$ cat src/rtl/motion_irq_pkg.sv
package motion_irq_pkg;
    localparam int REG_W  = 8;
    localparam int AXES   = 3;
    localparam int EV_W   = 2 * AXES;

    localparam logic [1:0] ADDR_CFG = 2'd0;
    localparam logic [1:0] ADDR_SRC = 2'd1;
    localparam logic [1:0] ADDR_THS = 2'd2;
    localparam logic [1:0] ADDR_DUR = 2'd3;

    localparam int CFG_AND_BIT   = EV_W;
    localparam int CFG_LATCH_BIT = EV_W + 1;

    typedef enum logic {
        ST_EMPTY = 1'b0,
        ST_HELD  = 1'b1
    } src_state_t;
endpackage

$ cat src/rtl/motion_axis_cmp.sv
module motion_axis_cmp #(
    parameter int DATA_W = 8
) (
    input  logic [DATA_W-1:0] val,
    input  logic [DATA_W-2:0] ths,
    output logic              ev_hi,
    output logic              ev_lo
);
    // Two's-complement magnitude; the most negative code maps to 2^(DATA_W-1).
    logic [DATA_W-1:0] mag;

    always_comb begin
        mag   = val[DATA_W-1] ? (~val + 1'b1) : val;
        ev_hi = mag > {1'b0, ths};
        ev_lo = !ev_hi;
    end
endmodule

$ cat src/rtl/motion_dur_cnt.sv
module motion_dur_cnt #(
    parameter int CNT_W = 8
) (
    input  logic             clk,
    input  logic             rst_n,
    input  logic             step,
    input  logic             cond,
    input  logic             dec_mode,
    input  logic [CNT_W-1:0] dur,
    output logic             fire,
    output logic [CNT_W-1:0] cnt
);
    localparam logic [CNT_W-1:0] CNT_MAX = '1;
    localparam logic [CNT_W-1:0] CNT_ONE = CNT_W'(1);

    assign fire = step && cond && (cnt >= dur);

    always_ff @(posedge clk or negedge rst_n) begin
        if (!rst_n) begin
            cnt <= '0;
        end else if (step) begin
            if (cond) begin
                if (cnt != CNT_MAX) cnt <= cnt + CNT_ONE;
            end else if (dec_mode) begin
                if (cnt != '0) cnt <= cnt - CNT_ONE;
            end else begin
                cnt <= '0;
            end
        end
    end
endmodule

$ cat src/rtl/motion_src_ctrl.sv
module motion_src_ctrl
    import motion_irq_pkg::*;
#(
    parameter int FLAG_W = 6
) (
    input  logic              clk,
    input  logic              rst_n,
    input  logic              latch_en,
    input  logic              smp_valid,
    input  logic              fire,
    input  logic              rd_clr,
    input  logic [FLAG_W-1:0] flags,
    output logic              irq,
    output logic [FLAG_W:0]   src
);
    src_state_t st_q, st_d;
    logic       take;
    logic [FLAG_W:0] src_d;

    // A sample is accepted unless a latched value is waiting to be read.
    assign take = smp_valid && (!latch_en || (st_q == ST_EMPTY) || rd_clr);

    always_ff @(posedge clk or negedge rst_n) begin
        if (!rst_n) st_q <= ST_EMPTY;
        else        st_q <= st_d;
    end

    always_comb begin
        st_d = st_q;
        unique case (st_q)
            ST_EMPTY: begin
                if (take && fire) st_d = ST_HELD;
            end
            ST_HELD: begin
                if (take)        st_d = fire ? ST_HELD : ST_EMPTY;
                else if (rd_clr) st_d = ST_EMPTY;
            end
        endcase
    end

    always_comb begin
        if (take)        src_d = fire ? {1'b1, flags} : '0;
        else if (rd_clr) src_d = '0;
        else             src_d = src;
    end

    always_ff @(posedge clk or negedge rst_n) begin
        if (!rst_n) src <= '0;
        else        src <= src_d;
    end

    assign irq = (st_q == ST_HELD);
endmodule

$ cat src/rtl/motion_irq_engine.sv
module motion_irq_engine
    import motion_irq_pkg::*;
#(
    parameter int DATA_W = 8
) (
    input  logic              clk,
    input  logic              rst_n,
    input  logic              reg_we,
    input  logic              reg_re,
    input  logic [1:0]        reg_addr,
    input  logic [DATA_W-1:0] reg_wdata,
    output logic [DATA_W-1:0] reg_rdata,
    input  logic              smp_valid,
    input  logic [DATA_W-1:0] smp_x,
    input  logic [DATA_W-1:0] smp_y,
    input  logic [DATA_W-1:0] smp_z,
    output logic              irq
);
    localparam int THS_W = DATA_W - 1;
    localparam int CNT_W = DATA_W;

    logic [DATA_W-1:0] cfg_q;
    logic [THS_W-1:0]  ths_q;
    logic              dec_q;
    logic [CNT_W-1:0]  dur_q;

    logic [AXES-1:0][DATA_W-1:0] axis_v;
    logic [EV_W-1:0] ev;
    logic [EV_W-1:0] en;
    logic [EV_W-1:0] matched;
    logic            and_mode;
    logic            latch_en;
    logic            cond;
    logic            fire;
    logic            rd_clr;
    logic [CNT_W-1:0] cnt;
    logic [EV_W:0]   src;

    // Register file
    always_ff @(posedge clk or negedge rst_n) begin
        if (!rst_n) begin
            cfg_q <= '0;
            ths_q <= '0;
            dec_q <= 1'b0;
            dur_q <= '0;
        end else if (reg_we) begin
            unique case (reg_addr)
                ADDR_CFG: cfg_q <= reg_wdata;
                ADDR_THS: {dec_q, ths_q} <= reg_wdata;
                ADDR_DUR: dur_q <= reg_wdata;
                default:  ;
            endcase
        end
    end

    always_comb begin
        unique case (reg_addr)
            ADDR_CFG: reg_rdata = cfg_q;
            ADDR_SRC: reg_rdata = DATA_W'(src);
            ADDR_THS: reg_rdata = {dec_q, ths_q};
            default:  reg_rdata = dur_q;
        endcase
    end

    assign rd_clr   = reg_re && (reg_addr == ADDR_SRC);
    assign en       = cfg_q[EV_W-1:0];
    assign and_mode = cfg_q[CFG_AND_BIT];
    assign latch_en = cfg_q[CFG_LATCH_BIT];
    assign axis_v   = {smp_z, smp_y, smp_x};

    // Per-axis classification: event bit 2a is low, 2a+1 is high.
    for (genvar a = 0; a < AXES; a++) begin : g_axis
        motion_axis_cmp #(.DATA_W(DATA_W)) u_cmp (
            .val   (axis_v[a]),
            .ths   (ths_q),
            .ev_hi (ev[2*a+1]),
            .ev_lo (ev[2*a])
        );
    end

    always_comb begin
        matched = ev & en;
        if (and_mode) cond = (en != '0) && (matched == en);
        else          cond = |matched;
    end

    motion_dur_cnt #(.CNT_W(CNT_W)) u_cnt (
        .clk      (clk),
        .rst_n    (rst_n),
        .step     (smp_valid),
        .cond     (cond),
        .dec_mode (dec_q),
        .dur      (dur_q),
        .fire     (fire),
        .cnt      (cnt)
    );

    motion_src_ctrl #(.FLAG_W(EV_W)) u_src (
        .clk       (clk),
        .rst_n     (rst_n),
        .latch_en  (latch_en),
        .smp_valid (smp_valid),
        .fire      (fire),
        .rd_clr    (rd_clr),
        .flags     (matched),
        .irq       (irq),
        .src       (src)
    );
endmodule

$ cat config.mk
export PLATFORM = sky130hd
export DESIGN_NAME = motion_irq_engine
export DESIGN_NICKNAME = d
export VERILOG_FILES = /design/src/rtl/motion_irq_pkg.sv /design/src/rtl/motion_axis_cmp.sv /design/src/rtl/motion_dur_cnt.sv /design/src/rtl/motion_src_ctrl.sv /design/src/rtl/motion_irq_engine.sv
export SDC_FILE = /design/constraint.sdc
export NUM_CORES = 1
export LEC_CHECK = 0
export ABC_AREA = 1
export ABC_CLOCK_PERIOD_IN_PS = 2620
export CAP_MARGIN = 25
export CORE_UTILIZATION = 60
export DETAILED_ROUTE_END_ITERATION = 12
export DONT_BUFFER_PORTS = 1
export GPL_ROUTABILITY_DRIVEN = 0
export PLACE_DENSITY = 0.76
export SLEW_MARGIN = 20
export SYNTH_ARGS = -nofsm -noshare
export SYNTH_HDL_FRONTEND = slang
export SYNTH_SLANG_ARGS = --single-unit
export TNS_END_PERCENT = 20
$ cat constraint.sdc
create_clock -name clk -period 2.62 [get_ports clk]
set_input_delay 0.262 -clock clk [delete_from_list [all_inputs] [get_ports clk]]
set_output_delay 0.262 -clock clk [all_outputs]
set_load 0.01 [all_outputs]
* Word level (Yosys, flattened, before mapping) *
Index checks and enable logic that the tools add are counted.

word-level totals
  register bits = 40
  output and inout bits = 9
  word-level logic and storage cells = 66

cells by class
  eq/ne operators = 7
  $lt $le $gt $ge = 4
  reductions and logical operators = 21
  bitwise logic cells = 5
  muxes and demuxes = 17
  $add $sub $neg = 5

operators with widths
  cell                                                                      count
  8-bit 2-to-1 mux                                                          7
  8-bit by 1-bit adder with 8-bit output (second input constant)            4
  8-bit by 7-bit > comparator with 1-bit output                             3
  8-bit inverter                                                            3
  8-bit case mux with 3 select lines                                        1
  7-bit 2-to-1 mux                                                          3
  8-bit >= comparator                                                       1
  8-bit inequality test (second input constant)                             1
  8-bit nonzero test                                                        1
  8-bit by 1-bit subtractor with 8-bit output (second input constant)       1
  6-bit AND                                                                 1
  6-bit equality test                                                       1
  1-bit logical AND                                                         6
  2-bit AND reduction                                                       3
  6-bit nonzero test                                                        1
  6-bit OR reduction                                                        1
  1-bit 2-to-1 mux                                                          5
  2-bit equality test (second input constant)                               2
  1-bit zero test                                                           4
  3-bit by 1-bit inequality test with 1-bit output (second input constant)  1
  3-bit AND reduction                                                       1
  2-bit by 1-bit equality test with 1-bit output (second input constant)    1
  2-bit zero test                                                           1
  1-bit logical OR                                                          2
  4 further kinds                                                           4

* Depth between registers and ports, before layout *
Gate-level depths: netlist of the first run.

  word-level depth = 14
  depth in mapped cells = 26
  depth with buffers taken out = 25

* Modules after synthesis *
From an unflattened synthesis of the first run, not the netlist that was laid out.

second synthesis, totals
  cells, all modules = 588
  area total of the unflattened synthesis = 3890.0 µm²

by module, submodules not included
  module                                 seq. area each (µm²)  times used  area each (µm²)  cells each
  motion_irq_engine                      600.6                 1           1335.0           176
  motion_dur_cnt                         200.2                 1           998.5            156
  motion_axis_cmp (g_axis[1].u_cmp ...)  0.0                   2           389.1            70
  motion_axis_cmp (g_axis[0].u_cmp)      0.0                   1           399.1            69
  motion_src_ctrl                        200.2                 1           379.1            47

* Worst setup path after synthesis of the first run *
OpenSTA, ideal clock, no wires.

  path type = in2reg
  start = input smp_x[0]
  end = register u_cnt.cnt[6]
  required time = 2.502 ns
  data arrival time = 2.482 ns
  path buffers = 1
  path slack = 0.020 ns
  setup time = 0.118 ns
  stages = 24
  cells stage by stage = inv_1 ha_1 inv_1 nor3_1 nand3_1 nand2_1 xor2_1 ha_1 and3_1 nand2_1 nand2_1 nand2_1 nand2_1 nand2_1 nand2_1 nor2_1 nand2_1 nand2_4 nand2_4 buf_6 nand2_4 nand3_4 nand2_1 nand2_1

on the way
  longest elaborated chain between the ends = 11

RTL lines
  what                                                                                                        RTL line                 source
  from (decl)                                                                                                 motion_irq_engine.sv:14  input logic [DATA_W-1:0] smp_x,
  8-bit inverter                                                                                              motion_axis_cmp.sv:13    mag = val[DATA_W-1] ? (~val + 1'b1) : val;
  8-bit by 1-bit adder with 8-bit output                                                                      motion_axis_cmp.sv:13
  8-bit 2-to-1 mux (*)                                                                                        motion_axis_cmp.sv:13
  8-bit by 7-bit > comparator with 1-bit output (*)                                                           motion_axis_cmp.sv:14    ev_hi = mag > {1'b0, ths};
  1-bit zero test                                                                                             motion_axis_cmp.sv:15    ev_lo = !ev_hi;
  6-bit AND (*)                                                                                               motion_irq_engine.sv:82  matched = ev & en;
  6-bit equality test                                                                                         motion_irq_engine.sv:83  if (and_mode) cond = (en != '0) && (matched == en);
  1-bit logical AND                                                                                           motion_irq_engine.sv:83
  1-bit 2-to-1 mux (*)                                                                                        motion_irq_engine.sv:83
  3-bit by 1-bit inequality test with 1-bit output (no source line) or 2-bit inequality test (tied branches)  -
  3-bit AND reduction (no source line)                                                                        -
  to (signal assigned)                                                                                        motion_dur_cnt.sv:23     if (cnt != CNT_MAX) cnt <= cnt + CNT_ONE;
  to (signal assigned)                                                                                        motion_dur_cnt.sv:25     if (cnt != '0) cnt <= cnt - CNT_ONE;
  to (decl)                                                                                                   motion_dur_cnt.sv:11     output logic [CNT_W-1:0] cnt

Every way passes the cells marked *; elsewhere a longest branch is shown, timed or not.
A chain may end at the register's enable or synchronous reset.

* Final worst setup path of the first run *
  start = input smp_x[1]
  end = register u_cnt.cnt[1]

Same word-level chain as after synthesis.

==> results.json, run 1 <==
{
  "cts_tree": "yes",
  "worstPathMaxFanout": 8,
  "die_w_microns": 77.7,
  "first_iter_violations": 227,
  "drtPass1Iterations": 5,
  "fin_cells": 580,
  "synthCells": 491,
  "placed_cells": 567,
  "start_util_pct": 62.4,
  "crit_chain": "clkinv_16 > ha_4 > inv_2 > nor3_2 > nand3_1 > nand2_1 > xor2_1 > ha_1 > and3_4 > nand2_1 > nand2_1 > nand2_2 > nand2_2 > nand2_2 > nand2_1 > nor2_1 > nand2_1 > nand2_4 > nand2_8 > a21oi_4 > nand3_1 > nand2_1",
  "slew_violations": 0,
  "seq_area_frac_synth_pct": 29.1,
  "crit_buf_inv": 2,
  "ys_types": 34,
  "yosysWarnings": 0,
  "yosysMostFrequentCell": "nand2_1",
  "synth_top_area_cell": "dfrtp_1",
  "finalHoldViolCount": 0,
  "timing_worst_setup_path_type": "primary input to flop",
  "worstReg2RegStart": "ths_q[1]",
  "synth_edf_count": 0,
  "cts-root-buf": "clkbuf_8",
  "synth.top_cell.area_share_pct": 29.1,
  "min_from": "reg_wdata[6]",
  "insertion_delay_ns": 0.31,
  "min_path_cells": 2,
  "die_area_sq_um": 6030,
  "multiInputGateArea_sq_um": 2260,
  "row_count": 27,
  "ant_nets": 0,
  "r2r_end": "u_cnt.cnt[1]",
  "cp.arrival_ns": 2.77,
  "slew_headroom_pct": 54.6,
  "fin_crit_ns": 2.52,
  "clkTransAtPathRegs_ns": 0.09,
  "overflow": 0,
  "worstMarginPinSlew_ns": 0.681,
  "dpl_cell_area_sq_um": 3570,
  "numPortBuffers": 0,
  "synthTopCellsByArea": "dfrtp_1 (29%), nand2_1 (16%), ha_1 (13%), inv_1 (7.8%), xor2_1 (6.1%)",
  "dieHeight_microns": 77.7,
  "ys.flop_type": "dfrtp_1",
  "wl_mm": 8.40,
  "post-route-drc-count": 0,
  "final_util_pct": 70.7,
  "diodes": 0,
  "cp_slowest_cell": "a21oi_4",
  "yosys-top-cells-count": "nand2_1 (151), inv_1 (71), dfrtp_1 (40)",
  "peakVddDrop_mv": 0.459,
  "synthesis.area_sq_um": 3440,
  "setup_viol": 0,
  "reg2reg_depth": 18,
  "grt_usage_pct": 28.8,
  "holdPathEnd": "ths_q[6]",
  "rrSetupSlack_ns": 0.13,
  "cellPowerDensity_nw_per_um2": 697,
  "status": "completed",
  "grt_pass1_vias": 2972,
  "regArea_sq_um": 1000,
  "cpLargestDelayFamily": "simple AND/OR/NAND/NOR gates",
  "synth.avg_cell_area_sq_um": 7.00,
  "synthArstFlopShare_pct": 100,
  "clock_path_buffers": 2,
  "coreArea_sq_um": 5510,
  "syn-num-nets": 565,
  "h-tree-depth": 2,
  "io-pin-count": 48,
  "grt_max_degree": 41,
  "drv_cap": 0,
  "design_area_sq_um": 3890,
  "cts.sink_count": 40,
  "cp-start-kind": "primary input",
  "finalClockSkew_ns": 0.0139,
  "cp_common_cell": "nand2_1",
  "nFillCells": 464,
  "layout.nets": 582,
  "hold_class": "primary input to flop",
  "p_leak_nw": 2.01,
  "slowest_delay_ns": 0.32,
  "vias": 3209,
  "whs_ns": 0.146,
  "crit_path_end_kind": "flop",
  "dp_hpwl_mm": 6.39,
  "cp.required_ns": 2.87,
  "ys_ff_latch": 40,
  "clock.fmax_mhz": 397,
  "antenna_found_initial": 0,
  "rsz0062_at_grt": "true",
  "numCtsBuffers": 5,
  "drive_gt1_share_pct": 12.8,
  "synthToLayoutAreaGrowth_pct": 13.3,
  "grt_pass1_wl_mm": 13.5,
  "via_per_inst": 5.53,
  "wl_per_cell_microns": 14.5,
  "fin_crit_sh_pct": 96.2
}
what timing repair did:
action                     4_1_cts  5_1_grt
setup endpoints to repair        0       16
gates resized for setup          0       44
hold buffers                     2        0
hold endpoints to repair        40        0
setup buffers                    0        4
how the worst max path moves through the flow:
stage	depth (start not counted)	endpoint	slack (ns)	start
2_1_floorplan	24	u_cnt.cnt[6]	0.02	smp_x[0]
3_3_place_gp	22	u_cnt.cnt[1]	-0.09	smp_z[0]
3_5_place_dp	22	u_cnt.cnt[2]	-0.21	smp_x[0]
4_1_cts	22	u_cnt.cnt[4]	0.09	smp_x[0]
5_1_grt	22	u_cnt.cnt[7]	-0.08	smp_x[1]
6_report	22	u_cnt.cnt[1]	0.10	smp_x[1]
flip-flops by register name, summed over array words and instances (netlist names):
name and count:
u_cnt.cnt 8, u_src.src 7, dec_q 1, ths_q 7
u_src.irq 1, dur_q 8, cfg_q 8
per-stage QoR:
step	TNS [ns]	total power [mW]	setup slack, ns
finish	0	2.71	0.100
global placement	-0.825	2.12	-0.0869
detailed placement	-2.47	2.16	-0.213
CTS	0	2.58	0.0923
floorplan	0	1.88	0.0199
global route	-0.546	2.95	-0.0832
cells in the final DEF, fill, tap and decap left out, drive strengths merged:
cell,n
clkinvlp,1
o211ai,1
nor2,36
buf,15
clkbuf,5
inv,70
o21ai,37
xor2,24
a31oi,2
nor3,9
o31ai,1
clkinv,4
nand4,9
dlygate4sd3,1
a21boi,1
a21oi,12
dfrtp,40
ha,35
a211o,1
o21bai,2
nand2,158
a221oi,1
o2111ai,6
and3,1
xnor2,2
nand3,34
cell families (layout without fill, tap and decap cells):
family | after synthesis | in the layout | share of synthesized area, %
flip-flops | 40 | 40 | 29.1
adder cells (fa/ha/maj) | 35 | 35 | 12.7
buffers and inverters | 79 | 96 | 8.92
XOR/XNOR | 26 | 26 | 6.63
AND/OR/NAND/NOR | 247 | 247 | 31.6
AO/OA/AOI/OAI | 64 | 64 | 11.0
metal layers:
metal,global-route usage [%],up-vias,routed length (microns)
met2,45.8,89,3840
li1,-,1619,-
met5,0,-,0
met4,8.30,0,168
met1,39.6,1486,3820
met3,5.88,15,572
area by class of cell:
type                            instances  area share (%)
Clock buffer                            5            1.77
Tap cell                               72            2.31
Inverter                               73            8.04
Clock inverter                          2           0.321
Multi-Input combinational cell        372            58.1
Sequential cell                        40            25.7
Timing Repair Buffer                   16            3.79
power breakdown:
group / leakage [nW] / total (mW) / internal, mW / switching [mW]
clock: 0.0400 / 0.408 / 0.181 / 0.228
combinational: 1.46 / 1.38 / 0.545 / 0.830
sequential: 0.517 / 0.930 / 0.749 / 0.181
total: 2.01 / 2.71 / 1.47 / 1.24
Power figures use the tool's default switching activity.
==> inputs of run 2 (changes only) <==
--- a/config.mk
+++ b/config.mk
@@ -7,14 +7,16 @@
 export LEC_CHECK = 0
 export ABC_AREA = 1
 export ABC_CLOCK_PERIOD_IN_PS = 2620
+export BUFFER_PORTS_ARGS = -buffer_cell sky130_fd_sc_hd__buf_2
 export CAP_MARGIN = 25
 export CORE_UTILIZATION = 60
 export DETAILED_ROUTE_END_ITERATION = 12
-export DONT_BUFFER_PORTS = 1
 export GPL_ROUTABILITY_DRIVEN = 0
-export PLACE_DENSITY = 0.76
+export PLACE_DENSITY = 0.82
+export SETUP_SLACK_MARGIN = 0.5
 export SLEW_MARGIN = 20
 export SYNTH_ARGS = -nofsm -noshare
 export SYNTH_HDL_FRONTEND = slang
+export SYNTH_HIERARCHICAL = 1
 export SYNTH_SLANG_ARGS = --single-unit
 export TNS_END_PERCENT = 20
==> run 2 against run 1 <==
Critical path depth shrank 1; largest cell class unchanged; the run now ends with negative setup slack left; register-to-register slack worse by 0.20 ns; fmax decreased by 6.4%; flip-flop and latch count stayed put.
==> results.json, run 2 <==
{
  "drtPass1Iterations": 5,
  "cp.arrival_ns": 2.94,
  "dieHeight_microns": 82.5,
  "die_w_microns": 82.5,
  "timing_worst_setup_path_type": "flop to flop",
  "slowest_delay_ns": 0.48,
  "coreArea_sq_um": 6100,
  "worstMarginPinSlew_ns": 0.885,
  "cp_slowest_cell": "dfrtp_1",
  "cp-start-kind": "flop",
  "cellPowerDensity_nw_per_um2": 636,
  "clock_path_buffers": 2,
  "ant_nets": 0,
  "post-route-drc-count": 0,
  "crit_end": "u_cnt/cnt[1]",
  "ys_ff_latch": 40,
  "startpoint": "ths_q[3]",
  "synth.avg_cell_area_sq_um": 6.62,
  "seq_area_frac_synth_pct": 25.7,
  "synth_edf_count": 0,
  "fin_crit_sh_pct": 103,
  "cp.required_ns": 2.86,
  "reg2reg_depth": 21,
  "peakVddDrop_mv": 0.626,
  "status": "finished, violations left",
  "grt_pass1_wl_mm": 16.4,
  "numPortBuffers": 47,
  "finalClockSkew_ns": 0.00762,
  "wl_mm": 10.4,
  "synthTopCellsByArea": "dfrtp_1 (26%), nand2_1 (20%), ha_1 (11%), inv_1 (11%), nand3_1 (3.7%)",
  "yosysWarnings": 6,
  "synthesis.area_sq_um": 3890,
  "p_total_mw": 3.11,
  "clkTransAtPathRegs_ns": 0.09,
  "final_common_cell": "nand2_1",
  "yosys-top-cells-count": "nand2_1 (211), inv_1 (113), dfrtp_1 (40)",
  "grt_pass1_vias": 3678,
  "setup_slack_ns": -0.0718,
  "die_area_sq_um": 6810,
  "synthToLayoutAreaGrowth_pct": 25.9,
  "h-tree-depth": 2,
  "final_cell_mix": "nand2_1 (196), inv_1 (98), buf_4 (46), buf_2 (43), dfrtp_1 (39)",
  "cts-root-buf": "clkbuf_8",
  "drive_gt1_share_pct": 30.6,
  "grt_max_degree": 41,
  "rsz0062_at_grt": "true",
  "cts.sink_count": 40,
  "grt_usage_pct": 31.5,
  "ys_types": 34,
  "fin_cells": 757,
  "antenna_found_initial": 0,
  "synth.top_cell.area_share_pct": 25.7,
  "dp_hpwl_mm": 7.26,
  "crit_chain": "inv_1 > ha_1 > nand2_1 > inv_1 > nand2_1 > nand2_1 > nand3_4 > nand2_2 > nand2_2 > nand2_2 > nand2_2 > nor2_1 > nand2_1 > nand2_2 > nand2_4 > buf_6 > nand4_4 > nand2_4 > nor2_4 > nand2_1 > nand2_1",
  "row_count": 28,
  "slew_violations": 0,
  "cts_tree": "yes",
  "crit_path_end_kind": "flop",
  "hold_buffers": 0,
  "slew_headroom_pct": 41.0,
  "r2r_end": "u_cnt/cnt[1]",
  "insertion_delay_ns": 0.31,
  "worstPathMaxFanout": 8,
  "fin_crit_ns": 2.69,
  "worstReg2RegStart": "ths_q[3]",
  "yosysMostFrequentCell": "nand2_1",
  "synthArstFlopShare_pct": 100,
  "io-pin-count": 48,
  "rrSetupSlack_ns": -0.07,
  "clock.fmax_mhz": 371,
  "overflow": 0,
  "hold_class": "primary input to async pin",
  "setup_viol": 10,
  "ys.flop_type": "dfrtp_1",
  "syn-num-nets": 662,
  "reg_top3": "cfg_q: 8 flops, dur_q: 8 flops, u_cnt/cnt: 8 flops",
  "cp_common_cell": "nand2_1",
  "drv_cap": 0,
  "start_util_pct": 63.8,
  "layout.nets": 755,
  "numCtsBuffers": 5,
  "violations": "negative setup slack",
  "synth_top_area_cell": "dfrtp_1",
  "p_leak_nw": 2.76,
  "diodes": 0,
  "finalHoldViolCount": 0,
  "via_per_inst": 5.41,
  "first_iter_violations": 329,
  "synthCells": 588,
  "vias": 4097,
  "wl_per_cell_microns": 13.7,
  "placed_cells": 728
}
run 2: kinds of logic after synthesis:
kind of cell,Yosys count,share of synthesized area (%)
flip-flops,40,25.7
XOR/XNOR,14,3.15
AO/OA/AOI/OAI,57,10.0
buffers and inverters,124,13.3
adder cells (fa/ha/maj),35,11.3
AND/OR/NAND/NOR,318,36.5
run 2: what timing repair did:
item,4_1_cts,5_1_grt
setup buffers,19,2
hold endpoints to repair,0,0
endpoints found under the setup margin,16,16
pin swaps,37,29
resized for setup,31,36
gates cloned,0,0
run 2: cell type report:
class	count	area [sq um]
inverters	116	467
clock inverters	2	35.0
flip-flops and latches	40	1000
well taps	75	93.8
repair buffers	94	629
multi-input cells	424	2600
clock buffers	6	72.6
fillers	417	1200
run 2: how the worst min path moves through the flow:
stage,from,endpoint,slack [ns],cells after the start
after global routing,rst_n,u_cnt/cnt[5],0.16,1
after CTS,rst_n,u_cnt/cnt[5],0.12,1
after floorplan,rst_n,cfg_q[0],-0.03,0
final,rst_n,u_src/src[5],0.07,1
after global placement,rst_n,u_src/irq,0.43,1
after detailed placement,rst_n,ths_q[6],0.44,1
run 2: through the flow:
| stage | util (%) | cell area (sq um) | setup slack [ns] | hold slack, ns | setup TNS, ns |
|---|---|---|---|---|---|
| 2_1_floorplan | - | 3970 | 0.0284 | -0.0336 | 0 |
| 3_3_place_gp | 72.3 | 4410 | -0.454 | 0.431 | -6.37 |
| 3_5_place_dp | 72.3 | 4410 | -0.526 | 0.440 | -7.30 |
| 4_1_cts | 78.2 | 4770 | 0.0533 | 0.117 | 0 |
| 5_1_grt | 80.3 | 4900 | -0.244 | 0.160 | -2.92 |
| 6_report | 80.3 | 4900 | -0.0718 | 0.0722 | -0.405 |
run 2: metal layers:
| layer | GRT usage [%] | part of all wire, % | wire length, microns | up-vias |
|---|---|---|---|---|
| li1 | - | - | - | 1999 |
| met1 | 40.5 | 42 | 4380 | 1892 |
| met2 | 52.4 | 48 | 5010 | 167 |
| met3 | 5.27 | 6.8 | 707 | 39 |
| met4 | 12.9 | 2.7 | 279 | 0 |
| met5 | 0 | 0 | 0 | - |
run 2: where the power goes:
| part | leakage [nW] | total (mW) | switching (mW) | internal, mW |
|---|---|---|---|---|
| clock network | 0.0552 | 0.519 | 0.236 | 0.283 |
| registers | 0.515 | 0.943 | 0.207 | 0.735 |
| logic | 2.19 | 1.65 | 0.969 | 0.682 |
| total | 2.76 | 3.11 | 1.41 | 1.70 |
run 2: worst max-delay path: cells and delay by family (launching register included):
| family | cells | cell delay (ns) |
|---|---|---|
| DFF | 1 | 0.48 |
| and+or+nand+nor | 17 | 1.56 |
| adders and majority gates | 1 | 0.30 |
| buffers and inverters | 3 | 0.28 |
